`src/rtl/xcvr_pkg.sv`:
```
package xcvr_pkg;

    typedef enum logic [2:0] {
        DIR_ISOLATED    = 3'd0,
        DIR_TRACK_QUIET = 3'd1,
        DIR_HOLD_QUIET  = 3'd2,
        DIR_PASS        = 3'd3,
        DIR_REPLAY      = 3'd4
    } dir_state_t;

    // Enable outranks output enable, which outranks latch enable.
    function automatic dir_state_t decode_mode(input logic en_n,
                                               input logic le_n,
                                               input logic oe_n);
        dir_state_t m;
        if (en_n)
            m = DIR_ISOLATED;
        else if (oe_n)
            m = le_n ? DIR_HOLD_QUIET : DIR_TRACK_QUIET;
        else
            m = le_n ? DIR_REPLAY : DIR_PASS;
        return m;
    endfunction

    function automatic logic mode_is_transparent(input dir_state_t m);
        return (m == DIR_TRACK_QUIET) || (m == DIR_PASS);
    endfunction

endpackage

```
`src/rtl/xcvr_dir.sv`:
```
module xcvr_dir
    import xcvr_pkg::*;
#(
    parameter int WIDTH = 8
) (
    input  logic             clk,
    input  logic             rst_n,
    input  logic             en_n,
    input  logic             le_n,
    input  logic             oe_n,
    input  logic [WIDTH-1:0] src,
    output logic [WIDTH-1:0] dst_out,
    output logic [WIDTH-1:0] dst_oe
);

    dir_state_t       state_q;
    dir_state_t       state_d;
    logic [WIDTH-1:0] held_q;

    always_comb begin
        state_d = decode_mode(en_n, le_n, oe_n);
    end

    // State register
    always_ff @(posedge clk) begin
        if (!rst_n)
            state_q <= DIR_ISOLATED;
        else
            state_q <= state_d;
    end

    // Storage follows the source while the registered mode is transparent
    always_ff @(posedge clk) begin
        if (!rst_n)
            held_q <= '0;
        else if (mode_is_transparent(state_q))
            held_q <= src;
    end

    // Output process
    always_comb begin
        dst_out = '0;
        dst_oe  = '0;
        unique case (state_q)
            DIR_ISOLATED,
            DIR_TRACK_QUIET,
            DIR_HOLD_QUIET: begin
                dst_out = '0;
                dst_oe  = '0;
            end
            DIR_PASS: begin
                dst_out = src;
                dst_oe  = '1;
            end
            DIR_REPLAY: begin
                dst_out = held_q;
                dst_oe  = '1;
            end
            default: begin
                dst_out = '0;
                dst_oe  = '0;
            end
        endcase
    end

endmodule

```
`src/rtl/xcvr_lane.sv`:
```
module xcvr_lane #(
    parameter int WIDTH = 8
) (
    input  logic             clk,
    input  logic             rst_n,
    input  logic [WIDTH-1:0] a_in,
    output logic [WIDTH-1:0] a_out,
    output logic [WIDTH-1:0] a_oe,
    input  logic [WIDTH-1:0] b_in,
    output logic [WIDTH-1:0] b_out,
    output logic [WIDTH-1:0] b_oe,
    input  logic             ab_en_n,
    input  logic             ab_le_n,
    input  logic             ab_oe_n,
    input  logic             ba_en_n,
    input  logic             ba_le_n,
    input  logic             ba_oe_n
);

    xcvr_dir #(.WIDTH(WIDTH)) u_ab (
        .clk(clk), .rst_n(rst_n),
        .en_n(ab_en_n), .le_n(ab_le_n), .oe_n(ab_oe_n),
        .src(a_in), .dst_out(b_out), .dst_oe(b_oe)
    );

    xcvr_dir #(.WIDTH(WIDTH)) u_ba (
        .clk(clk), .rst_n(rst_n),
        .en_n(ba_en_n), .le_n(ba_le_n), .oe_n(ba_oe_n),
        .src(b_in), .dst_out(a_out), .dst_oe(a_oe)
    );

endmodule

```
`src/rtl/dual_byte_xcvr.sv`:
```
module dual_byte_xcvr #(
    parameter int LANES    = 2,
    parameter int LANE_W   = 8,
    localparam int TOTAL_W = LANES * LANE_W
) (
    input  logic               clk,
    input  logic               rst_n,
    input  logic [TOTAL_W-1:0] a_in,
    output logic [TOTAL_W-1:0] a_out,
    output logic [TOTAL_W-1:0] a_oe,
    input  logic [TOTAL_W-1:0] b_in,
    output logic [TOTAL_W-1:0] b_out,
    output logic [TOTAL_W-1:0] b_oe,
    input  logic [LANES-1:0]   ab_en_n,
    input  logic [LANES-1:0]   ab_le_n,
    input  logic [LANES-1:0]   ab_oe_n,
    input  logic [LANES-1:0]   ba_en_n,
    input  logic [LANES-1:0]   ba_le_n,
    input  logic [LANES-1:0]   ba_oe_n
);

    for (genvar l = 0; l < LANES; l++) begin : g_lane
        xcvr_lane #(.WIDTH(LANE_W)) u_lane (
            .clk    (clk),
            .rst_n  (rst_n),
            .a_in   (a_in [l*LANE_W +: LANE_W]),
            .a_out  (a_out[l*LANE_W +: LANE_W]),
            .a_oe   (a_oe [l*LANE_W +: LANE_W]),
            .b_in   (b_in [l*LANE_W +: LANE_W]),
            .b_out  (b_out[l*LANE_W +: LANE_W]),
            .b_oe   (b_oe [l*LANE_W +: LANE_W]),
            .ab_en_n(ab_en_n[l]),
            .ab_le_n(ab_le_n[l]),
            .ab_oe_n(ab_oe_n[l]),
            .ba_en_n(ba_en_n[l]),
            .ba_le_n(ba_le_n[l]),
            .ba_oe_n(ba_oe_n[l])
        );
    end

endmodule

```
`config.mk`:
```
export PLATFORM = sky130hd
export DESIGN_NAME = dual_byte_xcvr
export DESIGN_NICKNAME = d
export VERILOG_FILES = /design/src/rtl/xcvr_pkg.sv /design/src/rtl/xcvr_dir.sv /design/src/rtl/xcvr_lane.sv /design/src/rtl/dual_byte_xcvr.sv
export SDC_FILE = /design/constraint.sdc
export NUM_CORES = 1
export LEC_CHECK = 0
export ABC_AREA = 1
export BUFFER_PORTS_ARGS = -buffer_cell sky130_fd_sc_hd__buf_2
export CAP_MARGIN = 10
export CORE_MARGIN = 4
export CORE_UTILIZATION = 35
export DETAILED_ROUTE_END_ITERATION = 16
export PLACE_DENSITY = 0.6
export SLEW_MARGIN = 10
export SYNTH_ARGS = -nofsm -noshare
export SYNTH_HDL_FRONTEND = slang
export SYNTH_SLANG_ARGS = --single-unit
```
`constraint.sdc`:
```
create_clock -name clk -period 3.4 [get_ports clk]
set_clock_uncertainty 0.05 [all_clocks]
set_input_delay 0.68 -clock clk [delete_from_list [all_inputs] [get_ports clk]]
set_output_delay 0.68 -clock clk [all_outputs]
set_load 0.01 [all_outputs]
```
==> impl_metrics.csv <==
group,metric,value,unit
setup_path,crit_fanout,17,
setup_path,cp-start-kind,"flip-flop",
setup_path,cpMostUsedCell,"nand2_1",
clock_tree,cts_tree,"done",
sta,worstMarginPinSlew,0.731,ns
setup_path,worstPathArrival,1.60,ns
synth,synth_nets,455,
power_and_ir_drop,leakage,1.78,nW
setup_path,worst-path-buf-inv,2,
synth,seq_area_frac_synth,31.8,%
clock_tree,htreeDepth,2,
clock_tree,clkTransAtPathRegs,0.08,ns
min_path,hold_class,"reg2reg",
power_and_ir_drop,cellPowerDensity,358,nW/um^2
floorplanning,core_area,7730,um^2
clock_tree,post_cts_buffers,0,
grt,grt_overflow,0,
sta,fin_setup_tns,0,ns
placement,gp_congestion,0.768,
synth,synth_edf_count,0,
placement,hpwl,4410,um
sta,fin_crit_sh,68.4,%
clock_tree,cts_buffers,5,
sta,fmax,430,MHz
detailed_routing,wl_per_cell,10.2,um
power_and_ir_drop,ir_drop,0.000199,V
setup_path,worstPathCellList,"inv_4, nor2_8, nand2_1, nand2_1, buf_2",
sta,relSlewSlack,51.2,%
synth,synth_top_area_cell,"dfxtp_1",
grt,grt_max_degree,40,
grt,grt_util_all_layers,12.6,%
sta,timing.final.hold_violations,0,
cells_and_area,utilization,40.9,%
setup_path,slowest_stage,"dfxtp_1",
synth,netlist_top_cells_count,"93 x nand3_1, 83 x nand2_1, 61 x nor2_1",
floorplanning,pin_count,110,
setup_path,critical-path-max-stage-delay,0.60,ns
synth,ys_async_sr_fraction,0,%
detailed_routing,drc,0,
synth,yosys_warnings,0,
placement,port_buffers,109,
grt,grt_pass1_wl,10300,um
floorplanning,die_h,96.9,um
setup_path,setup.worst_path.class,"reg2out",
cells_and_area,final_cells,580,
sta,setup_viol,0,
detailed_routing,drt_first_pass_iters,4,
synth,synth.cell_area,2770,um^2
synth,avgSynthCellArea,6.77,um^2
synth,synth.most_common_cell,"nand3_1",
synth,ys_ff_latch,44,
run,maxCapViolCount,0,
detailed_routing,num_vias,2574,
synth,yosysTopAreaCellShare,31.8,%
cells_and_area,nets,523,
synth,synthFlopType,"dfxtp_1",
setup_path,crit_required,2.67,ns
clock_tree,cts-root-buf,"clkbuf_8",
sta,rsz0062_at_grt,"no",
status,status,"finished clean",
detailed_routing,vias_per_cell,4.44,
synth,synth_area_leaders,"dfxtp_1 32%, nand3_1 17%, nand2_1 11%",
floorplanning,die_area,9390,um^2
clock_tree,clkSinkCount,44,
detailed_routing,ant_nets,0,
clock_tree,hold_buffers,0,
grt,grt_antenna_before_repair,0,
cells_and_area,fill_cells,812,
clock_tree,cts_resized,0,
grt,grt_pass1_vias,2321,
detailed_routing,drtIter0Drc,51,
floorplanning,fp-row-count,32,
cells_and_area,layout-drive-gt1-share,32.4,%
setup_path,crit_path_end_kind,"output port",
placement,post-place-cells,572,
floorplanning,die_width,96.9,um
synth,syn_inst,409,
clock_tree,clk_latency,0.29,ns
sta,hold_slack,0.438,ns
synth,synth.distinct_cells,16,
detailed_routing,drt-total-wl,5940,um
floorplanning,start_util,35.8,%
cells_and_area,area_growth_syn_to_layout,14.1,%
setup_path,cp_top_family,"flip-flops",
clock_tree,clk_path_buf_depth,2,
sta,post-route-min-period,2.33,ns
cells_and_area,diodes,0,
sta,slew_viol_final,0,
==> metal layers <==
metal	GRT usage (%)	vias to the layer above	routed length (um)
li1	-	1380	-
met1	15.6	1111	2780
met2	21.0	75	2660
met3	3.39	8	423
met4	4.21	0	78
met5	0	-	0
==> path summary, 6_finish.rpt <==
kind                                                        from                               to  slack [ns]  depth (start not counted)
worst max register to register  g_lane[1].u_lane.u_ba.state_q[2]  g_lane[1].u_lane.u_ba.held_q[7]        2.17                          3
worst min-delay path             g_lane[0].u_lane.u_ab.held_q[2]  g_lane[0].u_lane.u_ab.held_q[2]        0.44                          2
worst max-delay path            g_lane[1].u_lane.u_ab.state_q[0]                         b_oe[12]        1.07                          5
worst min register to register   g_lane[0].u_lane.u_ab.held_q[2]  g_lane[0].u_lane.u_ab.held_q[2]        0.44                          2
==> metrics by stage <==
step                setup WS, ns  power [mW]  instance area, um^2
floorplan                   1.51       0.710                 2770
global placement            1.42       0.749                 3050
global route               0.906        1.21                 3160
finish                      1.07        1.13                 3160
CTS                         1.06        1.15                 3160
detailed placement          1.39       0.750                 3050
==> layout by cell type, fill, tap and decap left out <==
cell type  synthesis  routed
buf_2              7     109
nand3_1           93      93
nand2_1           83      83
nor2_1            61      61
dfxtp_1           44      44
inv_1             39      39
nor2_2            21      21
inv_4              6       6
nand3_2            6       6
clkbuf_8           0       5
nor2_8             4       4
inv_6              2       2
xor2_1             1       1
nor3b_1            1       1
bufinv_16          0       1
clkbuf_1           0       1
clkinv_2           0       1
==> where the power goes <==
| group | total [mW] | leakage [nW] | switching [mW] | internal, mW |
|---|---|---|---|---|
| combinational | 0.167 | 1.37 | 0.0986 | 0.0680 |
| clock | 0.393 | 0.0552 | 0.175 | 0.218 |
| sequential | 0.570 | 0.360 | 0.0294 | 0.540 |
| total | 1.13 | 1.78 | 0.303 | 0.827 |
==> layout make-up <==
cell class | count | area, um^2 | area share (%)
Inverter | 47 | 201 | 6.38
Timing Repair Buffer | 109 | 546 | 17.3
Clock inverter | 2 | 35.0 | 1.11
Multi-Input combinational cell | 270 | 1290 | 41.0
Clock buffer | 6 | 72.6 | 2.30
Sequential cell | 44 | 881 | 27.9
Tap cell | 102 | 128 | 4.04
==> state kept, by name (all words and copies together) (netlist names) <==
register,cells
g_lane.u_lane.u_ab.held_q,16
g_lane.u_lane.u_ba.held_q,16
g_lane.u_lane.u_ab.state_q,6
g_lane.u_lane.u_ba.state_q,6
==> worst reg2reg max path: cells and delay by family (launching register included) <==
kind	cells	cell delay (ns)
AND/OR/NAND/NOR	3	0.35
flip-flops	1	0.73
==> kinds of logic after synthesis <==
group	after synthesis	share of synthesized area (%)
xor gates and xnor gates	1	0.317
buffers and inverters	95	21.4
DFF	44	31.8
and+or+nand+nor	269	46.4
Power figures use the tool's default switching activity.
